## src/rtl/nand_seq_pkg.sv

```systemverilog
package nand_seq_pkg;

   localparam int unsigned COL_W  = 12;
   localparam int unsigned PAGE_W = 6;
   localparam int unsigned BLK_W  = 10;
   localparam int unsigned ID_LEN = 5;

   localparam logic [7:0] C_RESET  = 8'hFF;
   localparam logic [7:0] C_ID     = 8'h90;
   localparam logic [7:0] C_STAT   = 8'h70;
   localparam logic [7:0] C_RD1    = 8'h00;
   localparam logic [7:0] C_RD2    = 8'h30;
   localparam logic [7:0] C_PG1    = 8'h80;
   localparam logic [7:0] C_PG2    = 8'h10;
   localparam logic [7:0] C_ER1    = 8'h60;
   localparam logic [7:0] C_ER2    = 8'hD0;

   typedef enum logic [2:0] {
      OP_RESET = 3'd0, OP_READID = 3'd1, OP_STATUS = 3'd2,
      OP_PGREAD = 3'd3, OP_PGPROG = 3'd4, OP_ERASE = 3'd5
   } op_e;

   typedef enum logic [1:0] {
      CY_CMD = 2'd0, CY_ADDR = 2'd1, CY_WR = 2'd2, CY_RD = 2'd3
   } cyc_e;

   typedef enum logic [2:0] {
      SK_CMD, SK_ADDR, SK_WDATA, SK_RDATA, SK_RSTAT, SK_WAITRB, SK_DELAY, SK_END
   } step_e;

   typedef struct packed {
      step_e      kind;
      logic [7:0] val;
   } step_t;

endpackage

```

## src/rtl/nand_seq_timer.sv

```systemverilog
module nand_seq_timer #(
   parameter int unsigned MAX = 3
) (
   input  logic clk,
   input  logic rst_n,
   input  logic load,
   output logic expired
);
   generate
      if (MAX == 0) begin : g_none
         logic unused_in;
         assign unused_in = load ^ clk ^ rst_n;
         assign expired   = 1'b1;
      end else begin : g_cnt
         localparam int unsigned W = $clog2(MAX + 1);
         logic [W-1:0] cnt;

         always_ff @(posedge clk or negedge rst_n) begin
            if (!rst_n)          cnt <= '0;
            else if (load)       cnt <= W'(MAX);
            else if (cnt != '0)  cnt <= cnt - 1'b1;
         end

         assign expired = (cnt == '0);

         // an idle timer never wraps back into a count
         p_timer_rest_r10: assert property (@(posedge clk) disable iff (!rst_n)
            (cnt == '0 && !load) |=> (cnt == '0));
      end
   endgenerate
endmodule

```

## src/rtl/nand_seq_steps.sv

```systemverilog
module nand_seq_steps
   import nand_seq_pkg::*;
(
   input  op_e               op,
   input  logic [3:0]        idx,
   input  logic [COL_W-1:0]  col,
   input  logic [PAGE_W-1:0] page,
   input  logic [BLK_W-1:0]  blk,
   output step_t             step
);
   function automatic step_t mk(step_e k, logic [7:0] v);
      step_t s;
      s.kind = k;
      s.val  = v;
      return s;
   endfunction

   logic [7:0] a_col_lo, a_col_hi, a_row_lo, a_row_hi, a_erase_lo;
   assign a_col_lo   = col[7:0];
   assign a_col_hi   = {4'b0000, col[11:8]};
   assign a_row_lo   = {blk[1:0], page};
   assign a_row_hi   = blk[9:2];
   assign a_erase_lo = {blk[1:0], 6'b000000};

   always_comb begin
      step = mk(SK_END, 8'h00);
      unique case (op)
         OP_RESET: case (idx)
            4'd0: step = mk(SK_CMD, C_RESET);
            4'd1: step = mk(SK_WAITRB, 8'h00);
            default: ;
         endcase
         OP_READID: case (idx)
            4'd0: step = mk(SK_CMD, C_ID);
            4'd1: step = mk(SK_ADDR, 8'h00);
            4'd2: step = mk(SK_RDATA, 8'h00);
            default: ;
         endcase
         OP_STATUS: case (idx)
            4'd0: step = mk(SK_CMD, C_STAT);
            4'd1: step = mk(SK_RSTAT, 8'h00);
            default: ;
         endcase
         OP_PGREAD: case (idx)
            4'd0: step = mk(SK_CMD, C_RD1);
            4'd1: step = mk(SK_ADDR, a_col_lo);
            4'd2: step = mk(SK_ADDR, a_col_hi);
            4'd3: step = mk(SK_ADDR, a_row_lo);
            4'd4: step = mk(SK_ADDR, a_row_hi);
            4'd5: step = mk(SK_CMD, C_RD2);
            4'd6: step = mk(SK_WAITRB, 8'h00);
            4'd7: step = mk(SK_DELAY, 8'h00);
            4'd8: step = mk(SK_RDATA, 8'h00);
            default: ;
         endcase
         OP_PGPROG: case (idx)
            4'd0: step = mk(SK_CMD, C_PG1);
            4'd1: step = mk(SK_ADDR, a_col_lo);
            4'd2: step = mk(SK_ADDR, a_col_hi);
            4'd3: step = mk(SK_ADDR, a_row_lo);
            4'd4: step = mk(SK_ADDR, a_row_hi);
            4'd5: step = mk(SK_WDATA, 8'h00);
            4'd6: step = mk(SK_CMD, C_PG2);
            4'd7: step = mk(SK_WAITRB, 8'h00);
            4'd8: step = mk(SK_CMD, C_STAT);
            4'd9: step = mk(SK_RSTAT, 8'h00);
            default: ;
         endcase
         OP_ERASE: case (idx)
            4'd0: step = mk(SK_CMD, C_ER1);
            4'd1: step = mk(SK_ADDR, a_erase_lo);
            4'd2: step = mk(SK_ADDR, a_row_hi);
            4'd3: step = mk(SK_CMD, C_ER2);
            4'd4: step = mk(SK_WAITRB, 8'h00);
            4'd5: step = mk(SK_CMD, C_STAT);
            4'd6: step = mk(SK_RSTAT, 8'h00);
            default: ;
         endcase
         default: ;
      endcase
   end
endmodule

```

## src/rtl/nand_op_seq.sv

```systemverilog
module nand_op_seq
   import nand_seq_pkg::*;
#(
   parameter  int unsigned NUM_CE  = 2,
   parameter  int unsigned BEAT_W  = 16,
   parameter  int unsigned TRR_CYC = 3,
   parameter  int unsigned CHZ_CYC = 4,
   localparam int unsigned CS_W    = (NUM_CE > 1) ? $clog2(NUM_CE) : 1
) (
   input  logic              clk,
   input  logic              rst_n,
   input  logic              op_valid,
   input  logic [2:0]        op_code,
   input  logic [CS_W-1:0]   op_cs,
   input  logic [9:0]        op_block,
   input  logic [5:0]        op_page,
   input  logic [11:0]       op_col,
   input  logic [BEAT_W-1:0] op_beats,
   output logic              busy,
   output logic              done,
   output logic [7:0]        status,
   input  logic [7:0]        wr_data,
   output logic              wr_take,
   output logic [7:0]        rd_data,
   output logic              rd_valid,
   input  logic              wp_on,
   output logic              cyc_valid,
   output logic [1:0]        cyc_type,
   output logic [7:0]        cyc_byte,
   input  logic              cyc_done,
   input  logic [7:0]        cyc_rdata,
   output logic [NUM_CE-1:0] nand_ce_n,
   input  logic              nand_rb_n,
   output logic              nand_wp_n
);
   generate
      if (NUM_CE < 1 || NUM_CE > 16) begin : g_bad_ce
         $error("NUM_CE must be within 1..16");
      end
      if (BEAT_W < 3) begin : g_bad_beat
         $error("BEAT_W must hold the ID byte count");
      end
   endgenerate

   typedef enum logic [2:0] {Q_IDLE, Q_RDY, Q_STEP, Q_CYC, Q_WRB, Q_DLY, Q_CHZ} seq_q_e;

   seq_q_e              q;
   op_e                 op_q;
   logic [CS_W-1:0]     cs_q;
   logic [BLK_W-1:0]    blk_q;
   logic [PAGE_W-1:0]   pg_q;
   logic [COL_W-1:0]    col_q;
   logic [BEAT_W-1:0]   left_q;
   logic [3:0]          idx_q;
   cyc_e                ctype_q;
   logic [7:0]          cbyte_q;
   step_e               ckind_q;
   logic [NUM_CE-1:0]   ce_n_q;
   logic                busy_q, done_q, rd_valid_q, wp_n_q;
   logic [7:0]          status_q, rd_data_q;
   step_t               step;
   logic                trr_exp, chz_exp, accept;

   nand_seq_steps u_steps (
      .op(op_q), .idx(idx_q), .col(col_q), .page(pg_q), .blk(blk_q), .step(step)
   );

   nand_seq_timer #(.MAX(TRR_CYC)) u_trr (
      .clk(clk), .rst_n(rst_n),
      .load(q == Q_STEP && step.kind == SK_DELAY), .expired(trr_exp)
   );

   nand_seq_timer #(.MAX(CHZ_CYC)) u_chz (
      .clk(clk), .rst_n(rst_n),
      .load(q == Q_STEP && step.kind == SK_END), .expired(chz_exp)
   );

   assign accept = (q == Q_IDLE) && op_valid && (op_code <= 3'd5);

   always_ff @(posedge clk or negedge rst_n) begin
      if (!rst_n) begin
         q          <= Q_IDLE;
         op_q       <= OP_RESET;
         cs_q       <= '0;
         blk_q      <= '0;
         pg_q       <= '0;
         col_q      <= '0;
         left_q     <= '0;
         idx_q      <= '0;
         ctype_q    <= CY_CMD;
         cbyte_q    <= '0;
         ckind_q    <= SK_END;
         ce_n_q     <= '1;
         busy_q     <= 1'b0;
         done_q     <= 1'b0;
         rd_valid_q <= 1'b0;
         rd_data_q  <= '0;
         status_q   <= '0;
         wp_n_q     <= 1'b0;
      end else begin
         done_q     <= 1'b0;
         rd_valid_q <= 1'b0;
         wp_n_q     <= ~wp_on;
         unique case (q)
            Q_IDLE: if (accept) begin
               op_q   <= op_e'(op_code);
               cs_q   <= op_cs;
               blk_q  <= op_block;
               pg_q   <= op_page;
               col_q  <= op_col;
               left_q <= (op_e'(op_code) == OP_READID) ? BEAT_W'(ID_LEN) : op_beats;
               idx_q  <= '0;
               busy_q <= 1'b1;
               q      <= Q_RDY;
            end
            Q_RDY: if (nand_rb_n) begin
               for (int i = 0; i < NUM_CE; i++) ce_n_q[i] <= (CS_W'(i) != cs_q);
               q <= Q_STEP;
            end
            Q_STEP: begin
               ckind_q <= step.kind;
               cbyte_q <= step.val;
               unique case (step.kind)
                  SK_CMD:  begin ctype_q <= CY_CMD;  q <= Q_CYC; end
                  SK_ADDR: begin ctype_q <= CY_ADDR; q <= Q_CYC; end
                  SK_WDATA: begin
                     if (left_q == '0) idx_q <= idx_q + 4'd1;
                     else begin ctype_q <= CY_WR; q <= Q_CYC; end
                  end
                  SK_RDATA: begin
                     if (left_q == '0) idx_q <= idx_q + 4'd1;
                     else begin ctype_q <= CY_RD; q <= Q_CYC; end
                  end
                  SK_RSTAT:  begin ctype_q <= CY_RD; q <= Q_CYC; end
                  SK_WAITRB: q <= Q_WRB;
                  SK_DELAY:  q <= Q_DLY;
                  default: begin ce_n_q <= '1; q <= Q_CHZ; end
               endcase
            end
            Q_CYC: if (cyc_done) begin
               q <= Q_STEP;
               if (ckind_q == SK_RDATA) begin
                  rd_valid_q <= 1'b1;
                  rd_data_q  <= cyc_rdata;
               end
               if (ckind_q == SK_RSTAT) status_q <= cyc_rdata;
               if (ckind_q == SK_RDATA || ckind_q == SK_WDATA) begin
                  left_q <= left_q - 1'b1;
                  if (left_q == BEAT_W'(1)) idx_q <= idx_q + 4'd1;
               end else begin
                  idx_q <= idx_q + 4'd1;
               end
            end
            Q_WRB: if (nand_rb_n) begin
               idx_q <= idx_q + 4'd1;
               q     <= Q_STEP;
            end
            Q_DLY: if (trr_exp) begin
               idx_q <= idx_q + 4'd1;
               q     <= Q_STEP;
            end
            default: if (chz_exp) begin
               done_q <= 1'b1;
               busy_q <= 1'b0;
               q      <= Q_IDLE;
            end
         endcase
      end
   end

   assign busy      = busy_q;
   assign done      = done_q;
   assign status    = status_q;
   assign rd_data   = rd_data_q;
   assign rd_valid  = rd_valid_q;
   assign nand_ce_n = ce_n_q;
   assign nand_wp_n = wp_n_q;
   assign cyc_valid = (q == Q_CYC);
   assign cyc_type  = ctype_q;
   assign cyc_byte  = (ctype_q == CY_WR) ? wr_data : cbyte_q;
   assign wr_take   = (q == Q_CYC) && cyc_done && (ctype_q == CY_WR);

   p_ce_single_r2: assert property (@(posedge clk) disable iff (!rst_n)
      $countones(~nand_ce_n) <= 1);

   p_ce_waits_ready_r2: assert property (@(posedge clk) disable iff (!rst_n)
      ((&$past(nand_ce_n)) && !(&nand_ce_n)) |-> $past(nand_rb_n));

   p_cyc_in_window_r13: assert property (@(posedge clk) disable iff (!rst_n)
      cyc_valid |-> !(&nand_ce_n));

   p_idle_ce_high_r10: assert property (@(posedge clk) disable iff (!rst_n)
      !busy |-> (&nand_ce_n));

   p_done_pulse_r10: assert property (@(posedge clk) disable iff (!rst_n)
      done |=> !done);

   p_hold_op_r11: assert property (@(posedge clk) disable iff (!rst_n)
      (busy && $past(busy)) |-> $stable(op_q));

   p_rd_stream_r4: assert property (@(posedge clk) disable iff (!rst_n)
      rd_valid |-> (op_q == OP_READID || op_q == OP_PGREAD));

   p_wp_follow_r12: assert property (@(posedge clk) disable iff (!rst_n)
      $past(rst_n) |-> (nand_wp_n == !$past(wp_on)));

endmodule

```

## config.mk

```make
export PLATFORM = sky130hd
export DESIGN_NAME = nand_op_seq
export DESIGN_NICKNAME = d
export VERILOG_FILES = /design/src/rtl/nand_seq_pkg.sv /design/src/rtl/nand_seq_timer.sv /design/src/rtl/nand_seq_steps.sv /design/src/rtl/nand_op_seq.sv
export SDC_FILE = /design/constraint.sdc
export NUM_CORES = 1
export LEC_CHECK = 0
export BUFFER_PORTS_ARGS = -buffer_cell sky130_fd_sc_hd__buf_2
export CAP_MARGIN = 5
export CORE_AREA = 5 5 129 131
export CTS_CLUSTER_DIAMETER = 60
export DETAILED_ROUTE_END_ITERATION = 6
export DIE_AREA = 0 0 134 136
export SYNTH_ARGS = -nofsm -noshare
export SYNTH_HDL_FRONTEND = slang
export SYNTH_HIERARCHICAL = 1
export SYNTH_SLANG_ARGS = --single-unit
```

## constraint.sdc

```tcl
create_clock -name clk -period 5.3 [get_ports clk]
set_input_delay 0.265 -clock clk [delete_from_list [all_inputs] [get_ports clk]]
set_output_delay 0.265 -clock clk [all_outputs]
set_load 0.02 [all_outputs]
```

==> impl_metrics.xml <==
<?xml version="1.0" encoding="UTF-8"?>
<metrics>
  <group name="placement">
    <metric name="globalplace.congestion" unit="">0.8863</metric>
    <metric name="port_buffers" unit="">103</metric>
    <metric name="dp.final_hpwl" unit="µm">10130</metric>
    <metric name="place_inst" unit="">805</metric>
  </group>
  <group name="power">
    <metric name="power_per_cell_area" unit="nW/µm²">642.0</metric>
    <metric name="ir_drop" unit="V">0.0002106</metric>
    <metric name="static_power_due_to_leakage" unit="nW">2.873</metric>
    <metric name="totalPowerFinal" unit="mW">4.045</metric>
  </group>
  <group name="sta">
    <metric name="setup_tns" unit="ns">0</metric>
    <metric name="fin_crit" unit="ns">3.190</metric>
    <metric name="grt_setup_unrepaired" unit="">no</metric>
    <metric name="timing_worst_slew_pin_value" unit="ns">1.041</metric>
    <metric name="finalSetupViolations" unit="">0</metric>
    <metric name="worst_slew_margin_rel" unit="">0.2997</metric>
    <metric name="max_clock_freq" unit="GHz">0.3135</metric>
    <metric name="worst_clock_skew" unit="ns">0.009629</metric>
    <metric name="final_worst_path_period_share" unit="">0.6019</metric>
    <metric name="slew_violations" unit="">0</metric>
    <metric name="final-hold-violation-count" unit="">0</metric>
  </group>
  <group name="synthesis">
    <metric name="postSynthAreaPerCell" unit="µm²">9.986</metric>
    <metric name="synth_cell_types" unit="">81</metric>
    <metric name="yosys.area.top_type_share" unit="">0.4184</metric>
    <metric name="postSynthCellCount" unit="">539</metric>
    <metric name="netlist_area_before_placement" unit="µm²">5383</metric>
    <metric name="post-synth-top-count-cell" unit="">dfrtp_1</metric>
    <metric name="synth-warning-count" unit="">6</metric>
    <metric name="synthesis_stage_register_bit_count" unit="">95</metric>
    <metric name="synthesis.nets" unit="">615</metric>
    <metric name="ys_top_cells_by_area" unit="">dfrtp_1 42%, mux2_2 12%, nand2_1 3.8%</metric>
    <metric name="synthDominantAreaCellType" unit="">dfrtp_1</metric>
    <metric name="share_of_the_yosys_chip_area_belonging_to_registers" unit="">0.4428</metric>
    <metric name="synth-edff-count" unit="">0</metric>
    <metric name="asyncSetResetFlopFracSynth" unit="">1.000</metric>
    <metric name="synth_top_cells_by_count" unit="">90 x dfrtp_1, 57 x mux2_2, 54 x nand2_1, 39 x nor2_1, 33 x o21ai_0</metric>
    <metric name="ys_dominant_reg_cell" unit="">dfrtp_1</metric>
  </group>
  <group name="clock_tree">
    <metric name="worst_skew_pair.late_latency" unit="ns">0.35</metric>
    <metric name="ctsRootBufferMaster" unit="">clkbuf_16</metric>
    <metric name="cts_htree_levels" unit="">3</metric>
    <metric name="cts_setup_buffers" unit="">0</metric>
    <metric name="cts.clk_slew.worst_paths" unit="ns">0.07</metric>
    <metric name="cts.sinks" unit="">95</metric>
    <metric name="ctsResizeCount" unit="">0</metric>
    <metric name="cts_tree" unit="">done</metric>
    <metric name="cts_buffer_depth" unit="">2</metric>
    <metric name="cts_made_buffers" unit="">9</metric>
  </group>
  <group name="drt">
    <metric name="post-route-drc-count" unit="">0</metric>
    <metric name="totalWireLength" unit="µm">14150</metric>
    <metric name="avgRoutedWirePerCell" unit="µm">17.22</metric>
    <metric name="detail-route-antenna-nets" unit="">0</metric>
    <metric name="via_count" unit="">4496</metric>
    <metric name="drt-initial-drc-count" unit="">335</metric>
    <metric name="avgViaCountPerCell" unit="">5.470</metric>
    <metric name="pre_antenna_drt_iters" unit="">5</metric>
  </group>
  <group name="run_status">
    <metric name="run_status" unit="">finished clean</metric>
  </group>
  <group name="global_routing">
    <metric name="pin_count_of_the_biggest_net_entering_global_routing" unit="">77</metric>
    <metric name="via_count_of_the_first_global_routing_pass" unit="">4497</metric>
    <metric name="grtUsageTotal" unit="">0.1575</metric>
    <metric name="grt_first_pass_wirelength" unit="µm">23150</metric>
    <metric name="antenna_found_initial" unit="">0</metric>
    <metric name="grt_overflow" unit="">0</metric>
  </group>
  <group name="layout">
    <metric name="antenna-diode-count" unit="">0</metric>
    <metric name="fin_cells" unit="">822</metric>
    <metric name="area.growth.synth_to_final" unit="%">17.06</metric>
    <metric name="drive_above_1_share" unit="">0.3159</metric>
    <metric name="design.final.nets" unit="">701</metric>
    <metric name="num-fill-cells" unit="">1538</metric>
  </group>
  <group name="die">
    <metric name="floorplan.rows" unit="">46</metric>
    <metric name="boundaryPins" unit="">104</metric>
    <metric name="core" unit="µm²">15480</metric>
    <metric name="initial_core_util" unit="">0.3477</metric>
    <metric name="dieArea" unit="µm²">18220</metric>
    <metric name="chip_height" unit="µm">136</metric>
    <metric name="die_width" unit="µm">134</metric>
  </group>
  <group name="critical_path">
    <metric name="path_max_fanout" unit="">27</metric>
    <metric name="timing.critical_path.from_type" unit="">flip-flop</metric>
    <metric name="crit_required" unit="ns">5.54</metric>
    <metric name="cp_data_arrival_time" unit="ns">3.43</metric>
    <metric name="worst_setup_path_end_kind" unit="">flip-flop</metric>
    <metric name="worst-setup-path-type" unit="">flip-flop to flip-flop</metric>
  </group>
  <group name="worst_hold_path">
    <metric name="hold_class" unit="">primary input to flip-flop</metric>
  </group>
  <group name="flow_run">
    <metric name="timing.max_cap.violations" unit="">0</metric>
  </group>
</metrics>
[path summary, 6_finish.rpt]
path / to / cells after the start / slack (ns) / start
worst max-delay path: idx_q[1] / 8 / 2.11 / idx_q[1]
worst min-delay path: nand_wp_n / 2 / 0.06 / wp_on
worst max register to register: idx_q[1] / 8 / 2.11 / idx_q[1]
worst min register to register: cbyte_q[4] / 2 / 0.47 / cbyte_q[4]
max in group asynchronous: col_q[6] / 3 / 3.71 / rst_n
min in group asynchronous: rd_data[6] / 2 / 0.32 / rst_n
[state kept, by name, summed over array words and instances, names as in the netlist, 2 cells and up]
register         cells
blk_q               10
cbyte_q              8
ckind_q              3
col_q               12
cyc_type             2
idx_q                4
left_q              16
nand_ce_n            2
op_q                 3
pg_q                 6
q                    3
rd_data              8
status               8
u_chz/g_cnt.cnt      3
u_trr/g_cnt.cnt      2
[cells in the final DEF, fill, tap and decap left out, drive strengths merged, types with 4 or more instances in the layout]
cell / instances
a221o: 6
mux2i: 8
nor3: 10
nand2b: 10
mux2: 60
ha: 6
buf: 107
inv: 21
nand2: 55
nand3: 8
dfrtp: 90
a31oi: 5
a22oi: 9
nor2: 39
a32oi: 5
o31ai: 5
nor4: 6
dfstp: 5
or3: 4
and3: 6
nand3b: 4
clkbuf: 11
o21a: 4
o21ai: 34
nor2b: 11
a21oi: 27
and2: 6
[worst max-delay path, stage by stage (launching register included)]
cell and delay, ns:
dfrtp_1 0.49, buf_4 0.28, or2_1 0.28, a21oi_1 0.13, o21ai_0 0.12, a311o_1 0.52
o41a_1 0.53, or3_4 0.41, mux2_4 0.30
[cell families (layout without fill, tap and decap cells)]
family / count (synthesis) / in the layout / synth area share
flip-flops: 95 / 95 / 0.4428
buffers and inverters: 51 / 142 / 0.04254
AND/OR/NAND/NOR: 177 / 177 / 0.1755
adder cells (fa/ha/maj): 6 / 6 / 0.01395
multiplexers: 68 / 68 / 0.1425
AO/OA/AOI/OAI: 138 / 138 / 0.1762
XOR/XNOR: 4 / 4 / 0.006510
[per-layer routing]
layer,routed length (µm),GRT usage,share of wire,up-vias
met5,0,0,0,-
met4,315,0.05771,0.022,0
met3,796,0.04404,0.056,24
met2,6986,0.2605,0.49,131
met1,6055,0.1972,0.43,2186
li1,-,-,-,2155
[where the power goes]
part	leakage, nW	internal [mW]	switching (mW)	total, mW
Combinational	1.57	0.858	1.13	1.98
Clock	0.139	0.330	0.299	0.629
Sequential	1.17	1.07	0.359	1.43
[final cells by class]
cell class | count | area (µm²) | share of cell area
clock buffers | 11 | 232.7 | 0.03693
clock inverters | 5 | 48.80 | 0.007744
inverters | 18 | 67.56 | 0.01072
multi-input cells | 393 | 2770 | 0.4396
flip-flops and latches | 95 | 2384 | 0.3783
well taps | 192 | 240.2 | 0.03813
repair buffers | 108 | 558.0 | 0.08856
[per-stage QoR]
step / hold slack [ns] / util / setup slack [ns] / cell area [µm²]
after global placement: 0.1502 / 0.3882 / 2.231 / 6010
after detailed placement: 0.1565 / 0.3882 / 2.150 / 6010
final: 0.06402 / 0.4070 / 2.110 / 6301
after floorplan: -0.03059 / - / 2.626 / 5383
after global routing: 0.06249 / 0.4070 / 1.932 / 6301
after CTS: 0.04544 / 0.4070 / 2.139 / 6301
[repair_timing]
action,in CTS,in global routing
hold endpoints to repair,19,0
hold buffers,1,0
endpoints found under the setup margin,0,0
Power figures use the tool's default switching activity.
